File: config.mk
export PLATFORM = sky130hd
export DESIGN_NAME = coproc_irq_router
export DESIGN_NICKNAME = d
export VERILOG_FILES = /design/src/rtl/irq_router_pkg.sv /design/src/rtl/irq_router_regs.sv /design/src/rtl/irq_router_chan.sv /design/src/rtl/coproc_irq_router.sv
export SDC_FILE = /design/constraint.sdc
export NUM_CORES = 1
export LEC_CHECK = 0
export BUFFER_PORTS_ARGS = -buffer_cell sky130_fd_sc_hd__clkbuf_2
export CORE_MARGIN = 2
export CORE_UTILIZATION = 28
export DETAILED_ROUTE_END_ITERATION = 10
export SLEW_MARGIN = 20
export SYNTH_ARGS = -nofsm -noshare
export SYNTH_HDL_FRONTEND = slang
export SYNTH_SLANG_ARGS = --single-unit
File: constraint.sdc
create_clock -name clk_i -period 1.35 [get_ports clk_i]
set_input_delay 0.0675 -clock clk_i [delete_from_list [all_inputs] [get_ports clk_i]]
set_output_delay 0.0675 -clock clk_i [all_outputs]
set_load 0.05 [all_outputs]
File: src/rtl/irq_router_pkg.sv
package irq_router_pkg;
  localparam int unsigned ADDR_W = 4;
  localparam int unsigned DATA_W = 16;
  localparam logic [ADDR_W-1:0] OFS_SEL = 4'h0;
  localparam logic [ADDR_W-1:0] OFS_FRC = 4'h2;
endpackage

File: src/rtl/irq_router_regs.sv
module irq_router_regs
  import irq_router_pkg::*;
#(
  parameter int unsigned NUM_TASKS = 8
) (
  input  logic                 clk_i,
  input  logic                 rst_ni,
  input  logic                 cp_req_i,
  input  logic                 cp_we_i,
  input  logic [ADDR_W-1:0]    cp_addr_i,
  input  logic [DATA_W-1:0]    cp_wdata_i,
  output logic [DATA_W-1:0]    cp_rdata_o,
  input  logic                 host_req_i,
  input  logic                 host_we_i,
  input  logic [ADDR_W-1:0]    host_addr_i,
  output logic [DATA_W-1:0]    host_rdata_o,
  output logic [NUM_TASKS-1:0] sel_o,
  output logic [NUM_TASKS-1:0] frc_o
);
  logic [NUM_TASKS-1:0] sel_q;
  logic                 sel_wr, frc_wr;
  logic                 unused_hi;

  assign unused_hi = ^cp_wdata_i;
  assign sel_wr = cp_req_i && cp_we_i && (cp_addr_i == OFS_SEL);
  assign frc_wr = cp_req_i && cp_we_i && (cp_addr_i == OFS_FRC);

  always_ff @(posedge clk_i or negedge rst_ni) begin
    if (!rst_ni)     sel_q <= '0;
    else if (sel_wr) sel_q <= cp_wdata_i[NUM_TASKS-1:0];
  end

  assign frc_o = frc_wr ? cp_wdata_i[NUM_TASKS-1:0] : '0;
  assign sel_o = sel_q;

  // force offset reads 0; reserved bits read 0
  assign cp_rdata_o   = (cp_req_i && !cp_we_i && cp_addr_i == OFS_SEL)
                        ? DATA_W'(sel_q) : '0;
  assign host_rdata_o = (host_req_i && !host_we_i && host_addr_i == OFS_SEL)
                        ? DATA_W'(sel_q) : '0;
endmodule

File: src/rtl/irq_router_chan.sv
module irq_router_chan (
  input  logic clk_i,
  input  logic rst_ni,
  input  logic eot_i,
  input  logic sel_i,
  input  logic frc_i,
  output logic irq_o
);
  logic irq_q;
  always_ff @(posedge clk_i or negedge rst_ni) begin
    if (!rst_ni) irq_q <= 1'b0;
    else         irq_q <= (eot_i && !sel_i) || frc_i;
  end
  assign irq_o = irq_q;
endmodule

File: src/rtl/coproc_irq_router.sv
module coproc_irq_router
  import irq_router_pkg::*;
#(
  parameter int unsigned NUM_TASKS = 8
) (
  input  logic                 clk_i,
  input  logic                 rst_ni,
  input  logic                 cp_req_i,
  input  logic                 cp_we_i,
  input  logic [ADDR_W-1:0]    cp_addr_i,
  input  logic [DATA_W-1:0]    cp_wdata_i,
  output logic [DATA_W-1:0]    cp_rdata_o,
  input  logic                 host_req_i,
  input  logic                 host_we_i,
  input  logic [ADDR_W-1:0]    host_addr_i,
  output logic [DATA_W-1:0]    host_rdata_o,
  input  logic [NUM_TASKS-1:0] eot_i,
  output logic [NUM_TASKS-1:0] irq_o
);
  logic [NUM_TASKS-1:0] sel_w, frc_w;

  irq_router_regs #(.NUM_TASKS(NUM_TASKS)) u_regs (
    .clk_i(clk_i), .rst_ni(rst_ni),
    .cp_req_i(cp_req_i), .cp_we_i(cp_we_i), .cp_addr_i(cp_addr_i),
    .cp_wdata_i(cp_wdata_i), .cp_rdata_o(cp_rdata_o),
    .host_req_i(host_req_i), .host_we_i(host_we_i), .host_addr_i(host_addr_i),
    .host_rdata_o(host_rdata_o),
    .sel_o(sel_w), .frc_o(frc_w)
  );

  for (genvar t = 0; t < NUM_TASKS; t++) begin : g_chan
    irq_router_chan u_chan (
      .clk_i(clk_i), .rst_ni(rst_ni),
      .eot_i(eot_i[t]), .sel_i(sel_w[t]), .frc_i(frc_w[t]),
      .irq_o(irq_o[t])
    );
  end
endmodule

Word level (Yosys, flattened, before mapping) --
Index checks and enable logic that the tools add are counted.
Storage, ports and cells: word-level logic and storage cells 48, flip-flop bits (word level) 16
Cells by class: equality and inequality tests 1, mux-type cells 3, reduce and logical (&&, ||, !) cells 35
Operators by type and width (number):
- $mux 8 | 3
- $logic_and 1x1->1 | 15
- $logic_not 1->1 | 10
- $logic_not 4->1 | 2
- $logic_or 1x1->1 | 8
- $eq 4x2->1 const B | 1

Depth between registers and ports, before layout --
Gate-level depths: netlist (run 1).
depth in word-level cells 4, depth in mapped cells 3

Modules after synthesis --
From an unflattened synthesis (run 1), not the netlist that was laid out.
Unflattened totals: cell total of the unflattened synthesis 89, area total of the unflattened synthesis 939.7 um^2
Modules (own cells, without submodules):
- irq_router_regs | times used 1, sequential area each 200.2 um^2, area an instance 649.4 um^2, cells an instance 65
- irq_router_chan | times used 8, sequential area each 25.0 um^2, area an instance 36.3 um^2, cells an instance 3

Least setup slack after synthesis (run 1) --
Ideal clock, no wire load.
kind input -> output, from input host_addr_i[3], to output host_rdata_o[0], data required time 1.283 ns, buffers on the path 1, setup slack -1.056 ns, data arrival time 2.339 ns, cell stages on the path 3, cells stage by stage or4b_2 -> buf_2 -> nor4_1
On the way: word-level cells in the longest chain between the ends 3
RTL lines:
- start, declared | RTL line coproc_irq_router.sv:15 | input logic [ADDR_W-1:0] host_addr_i,
- $logic_not 4->1 | RTL line irq_router_regs.sv:39 | assign host_rdata_o = (host_req_i && !host_we_i && host_addr_i == OFS_SEL)
- $logic_and 1x1->1 | RTL line irq_router_regs.sv:39
- $mux 8 | RTL line irq_router_regs.sv:40 | ? DATA_W'(sel_q) : '0;
- end, declared | RTL line coproc_irq_router.sv:16 | output logic [DATA_W-1:0] host_rdata_o,
No other way between the ends.

Final worst setup path (run 1) --
from input cp_addr_i[1], to output cp_rdata_o[4]
On the way: word-level cells in the longest chain between the ends 3
RTL lines:
- start, declared | RTL line coproc_irq_router.sv:10 | input logic [ADDR_W-1:0] cp_addr_i,
- $logic_not 4->1 | RTL line irq_router_regs.sv:37 | assign cp_rdata_o = (cp_req_i && !cp_we_i && cp_addr_i == OFS_SEL)
- $logic_and 1x1->1 | RTL line irq_router_regs.sv:37
- $mux 8 | RTL line irq_router_regs.sv:38 | ? DATA_W'(sel_q) : '0;
- end, declared | RTL line coproc_irq_router.sv:12 | output logic [DATA_W-1:0] cp_rdata_o,
No other way between the ends.

==> results.json, run 1 <==
{
  "ys_seq_area_share_pct": 41.3,
  "fin_skew_ns": 0.00562,
  "num-fill-cells": 290,
  "start_util_pct": 29.0,
  "drc": 0,
  "grt_pass1_vias": 802,
  "final-seq-area_um2": 400,
  "die_area_um2": 3950,
  "setup_violations": 12,
  "worstReg2RegStart": "u_regs.sel_o[2]",
  "fin_ws_ns": -0.0954,
  "hold_violations": 0,
  "ios": 78,
  "fin_crit_sh_pct": 107,
  "ys_warn_count": 0,
  "netlist_area_um2": 968,
  "crit_start": "cp_addr_i[1]",
  "diodes": 0,
  "required_ns": 1.28,
  "die_y_um": 62.8,
  "worstPathArrival_ns": 1.38,
  "antenna_left": 0,
  "drv_slew": 0,
  "coreArea_um2": 3340,
  "max_clock_freq_mhz": 692,
  "htreeDepth": 1,
  "grt_first_pass_wirelength_mm": 3.92,
  "finalNonFillerCells": 201,
  "vias": 856,
  "grt_max_degree": 17,
  "routed_wl_mm": 2.48,
  "critPathKind": "in -> out",
  "clkLatencyLatePin_ns": 0.28,
  "rsz0062_at_grt": "true",
  "multiInputGateArea_um2": 546,
  "vias_per_cell": 4.26,
  "drv_cap": 0,
  "cp_common_cell": "buf_6",
  "overflow": 0,
  "dr.pass1.iters": 4,
  "cp-start-kind": "input pin",
  "dp_slack_ns": -0.235,
  "max_stage_delay_ns": 0.54,
  "crit_path_top_delay_cell": "or4_4",
  "drive_gt1_share_pct": 68.4,
  "path_clk_slew_ns": 0.10,
  "finalCoreUtilization_pct": 53.0,
  "finalNetCount": 194,
  "hold_path.class": "in -> reg",
  "antenna_found_initial": 0,
  "whs_ns": 0.0126,
  "dpl_cell_area_um2": 1450,
  "cp_max_fo": 4,
  "io_buffer_count": 53,
  "cts-root-buf": "clkbuf_4",
  "vdd_drop_max_mv": 0.324,
  "drt-wirelength-per-cell_um": 12.3,
  "outcome": "finished with violations",
  "crit_chain": "buf_6, or4_4, nor3b_4, buf_6, and2_4, clkbuf_16",
  "grt.total_usage_pct": 12.8,
  "finalSetupTns_ns": -0.726,
  "cts_sinks": 16,
  "cts_max_path_buffers": 2,
  "crit_buf_inv": 3,
  "fp.dieW_um": 62.8,
  "rows": 21,
  "final_cell_area_um2": 1770,
  "fin_crit_ns": 1.45,
  "cts_buffers": 3,
  "ys_ff_latch": 16,
  "synthCells": 91,
  "placed_cells": 187,
  "gp_congestion": 0.797,
  "min_from": "cp_wdata_i[3]",
  "syn2layout_area_growth_pct": 82.7,
  "power_density_nw_per_um2": 841,
  "avgSynthCellArea_um2": 10.6,
  "power_leakage_nw": 0.861,
  "endpoint_kind": "primary output",
  "drt_iter0_drc": 44,
  "cts_tree": "built",
  "critPathTopFamily": "simple AND/OR/NAND/NOR gates",
  "dpl.hpwl_mm": 1.91,
  "ys_types": 17,
  "power.total_mw": 1.49,
  "violations": "negative setup slack"
}
-- synth_stat cells (all sizes together) --
cell type	n	area [um2]
nor3b	1	18.8
dfrtp	16	400
and2	8	50.1
inv	8	30.0
mux2	8	90.1
nor2	1	20.0
or4	1	11.3
a22o	8	70.1
or4b	1	10.0
nand3	1	5.00
nand2	1	3.75
nor4	9	62.6
buf	27	193
conb	1	3.75
-- kinds of logic after synthesis --
family,share of synthesized area [%]
AND/OR/NAND/NOR,18.7
buffers and inverters,23.0
other,0.387
flip-flops,41.3
AO/OA/AOI/OAI,7.24
multiplexers,9.30
-- layout by cell type, fill, tap and decap left out --
master	instances
nor2_8	1
and2_4	8
nor3b_4	1
clkbuf_2	36
clkbuf_4	3
or4_4	1
conb_1	16
clkbuf_8	7
nor4_2	1
nor4_4	8
nand2_1	1
buf_12	7
nand3_1	1
clkbuf_16	6
buf_4	11
mux2_2	8
inv_2	4
a22o_1	8
dfrtp_1	16
or4b_4	1
dlygate4sd3_1	3
buf_6	3
inv_1	4
-- path summary, 6_finish.rpt --
| kind | cells past startpoint | slack (ns) | to |
|---|---|---|---|
| min | 2 | 0.01 | g_chan[3].u_chan.irq_o |
| min in group asynchronous | 2 | 0.24 | g_chan[0].u_chan.irq_o |
| max in group asynchronous | 2 | 0.81 | u_regs.sel_o[4] |
| max reg2reg | 2 | 0.45 | u_regs.sel_o[2] |
| min reg2reg | 1 | 0.54 | u_regs.sel_o[3] |
| max | 6 | -0.1 | cp_rdata_o[4] |
-- cell type report --
cell class | instances | area share, %
Timing Repair Buffer | 72 | 39.5
Multi-Input combinational cell | 55 | 30.8
Sequential cell | 16 | 22.6
Tap cell | 46 | 3.25
Clock buffer | 4 | 2.05
Inverter | 8 | 1.70
-- registers in the layout, indices dropped and copies added, names as in the netlist --
signal	count
u_regs.sel_o	8
g_chan.u_chan.irq_o	8
-- routing by layer --
layer / share of wire [%] / global-route usage, % / vias up
met5: 0 / 0 / -
li1: - / - / 401
met1: 38 / 15.3 / 409
met2: 53 / 22.4 / 44
met4: 1.1 / 4.17 / 0
met3: 7.6 / 2.88 / 2
-- power breakdown --
group / total [mW] / internal, mW / switching [mW]
Clock: 0.318 / 0.164 / 0.154
Combinational: 0.571 / 0.193 / 0.378
Sequential: 0.599 / 0.555 / 0.0434
-- what timing repair did --
action,CTS,global route
hold buffers,1,2
buffers inserted,3,4
resized for setup,40,5
pin swaps,6,6
endpoints found under the setup margin,16,16
hold endpoints to repair,16,3
gates cloned,0,0
(Power assumes the default switching activity.)
==> run 2, diff against run 1 <==
Settings changed: CORE_MARGIN 2 to unset.
==> results.json, run 2 (synthesis results as in run 1) <==
{
  "cp_max_fo": 5,
  "grt_pass1_vias": 800,
  "placed_cells": 184,
  "die_area_um2": 3700,
  "cts_tree": "built",
  "fin_ws_ns": -0.109,
  "num-fill-cells": 292,
  "finalNetCount": 193,
  "drt-wirelength-per-cell_um": 13.0,
  "internal_power_uw": 900,
  "htreeDepth": 1,
  "worstPathArrival_ns": 1.39,
  "ios": 78,
  "grt_max_degree": 17,
  "rows": 20,
  "dpl_cell_area_um2": 1400,
  "drive_gt1_share_pct": 65.6,
  "required_ns": 1.28,
  "hold_path.class": "in -> reg",
  "whs_ns": 0.00180,
  "cts_max_path_buffers": 2,
  "grt_util_met1_pct": 14.6,
  "cts_buffers": 3,
  "fin_crit_ns": 1.46,
  "antenna_left": 0,
  "max_clock_freq_mhz": 686,
  "path_clk_slew_ns": 0.10,
  "setup_violations": 9,
  "endpoint_kind": "primary output",
  "power.switching_uw": 578,
  "coreArea_um2": 3180,
  "drt_iter0_drc": 12,
  "violations": "negative setup slack",
  "drv_slew": 0,
  "layout_commonest_cell": "clkbuf_2",
  "cts-root-buf": "clkbuf_4",
  "diodes": 0,
  "outcome": "finished with violations",
  "sw_frac_of_total_pct": 39.1,
  "overflow": 0,
  "fin_skew_ns": 0.00602,
  "final_cell_area_um2": 1700,
  "syn2layout_area_growth_pct": 75.1,
  "fin_crit_sh_pct": 108,
  "rsz0062_at_grt": "true",
  "clkLatencyLatePin_ns": 0.29,
  "gp_congestion": 0.719,
  "clkPwrFrac_pct": 21.8,
  "seqPwrFrac_pct": 40.7,
  "finalSetupTns_ns": -0.798,
  "start_util_pct": 30.5,
  "dr.pass1.iters": 6,
  "holdPathStages": 2,
  "drv_cap": 0,
  "fp.dieW_um": 60.8,
  "power_leakage_nw": 0.825,
  "grtUsageMet2_pct": 28.4,
  "vias": 854,
  "critPathKind": "in -> out",
  "antenna_found_initial": 0,
  "hold_violations": 0,
  "drc": 0,
  "grt_first_pass_wirelength_mm": 3.66,
  "combinationalPowerShare_pct": 37.5,
  "use_met3_pct": 2.56,
  "vdd_drop_max_mv": 0.590,
  "vias_per_cell": 4.31,
  "routed_wl_mm": 2.57,
  "cp-start-kind": "input pin",
  "cts_sinks": 16,
  "io_buffer_count": 53,
  "grt.total_usage_pct": 14.4,
  "power_density_nw_per_um2": 872,
  "reg2reg_depth": 3,
  "finalNonFillerCells": 198,
  "grt-busiest-layer": "met2",
  "final_cell_mix": "clkbuf_2 (36), conb_1 (16), dfrtp_1 (16)",
  "die_y_um": 60.8
}
==> run 2: changes by cell type in the layout (fill, tap and decap cells not counted), sizes merged <==
cell,change
buf,-1
dlygate4sd3,+5
clkbuf,-5
==> run 2: cell type report <==
| cell class | instances | area, um2 | area share, % |
|---|---|---|---|
| clock buffers | 4 | 36.3 | 2.14 |
| inverters | 8 | 30.0 | 1.77 |
| multi-input cells | 55 | 546 | 32.2 |
| flip-flops and latches | 16 | 400 | 23.6 |
| well taps | 44 | 55.1 | 3.25 |
| repair buffers | 71 | 628 | 37.0 |
==> run 2: path summary, 6_finish.rpt <==
kind / startpoint / end / slack, ns
worst max register to register: u_regs.sel_o[3] / g_chan[3].u_chan.irq_o / 0.05
max in group asynchronous: rst_ni / u_regs.sel_o[5] / 0.83
min in group asynchronous: rst_ni / g_chan[3].u_chan.irq_o / 0.23
worst min-delay path: eot_i[6] / g_chan[6].u_chan.irq_o / 0.002
worst max-delay path: cp_addr_i[2] / cp_rdata_o[5] / -0.11
worst min register to register: u_regs.sel_o[0] / u_regs.sel_o[0] / 0.54
==> run 2: repair_timing <==
action / CTS / global route
hold endpoints to repair: 19 / 3
endpoints found under the setup margin: 15 / 18
gates resized for setup: 29 / 20
buffers inserted: 0 / 2
pin swaps: 1 / 5
hold buffers: 6 / 3
==> run 2: critical path: stages <==
cell and delay, ns:
buf_6 0.09, or4_4 0.55, nor3b_4 0.25, buf_6 0.15, and2_4 0.14, buf_8 0.14
==> run 2: layer usage <==
metal	wire length (um)	part of all wire, %	up-vias
met5	0	0	-
li1	-	-	398
met2	1450	56	49
met4	38	1.5	0
met3	137	5.3	4
met1	947	37	403
==> run 2: power by group through the flow <==
stage	clock network, mW	registers, mW	logic [mW]
after global routing	0.361	0.609	0.590
after global placement	0	0.601	0.495
after detailed placement	0	0.603	0.506
after CTS	0.334	0.594	0.531
final	0.323	0.601	0.554
after floorplan	0	0.592	0.466
==> run 2: per-stage QoR <==
stage	power (mW)	utilization (%)	setup slack, ns
after floorplan	1.06	-	-0.154
after global placement	1.10	44.2	-0.180
after detailed placement	1.11	44.2	-0.214
after CTS	1.46	51.4	-0.101
after global routing	1.56	53.3	-0.144
final	1.48	53.3	-0.109
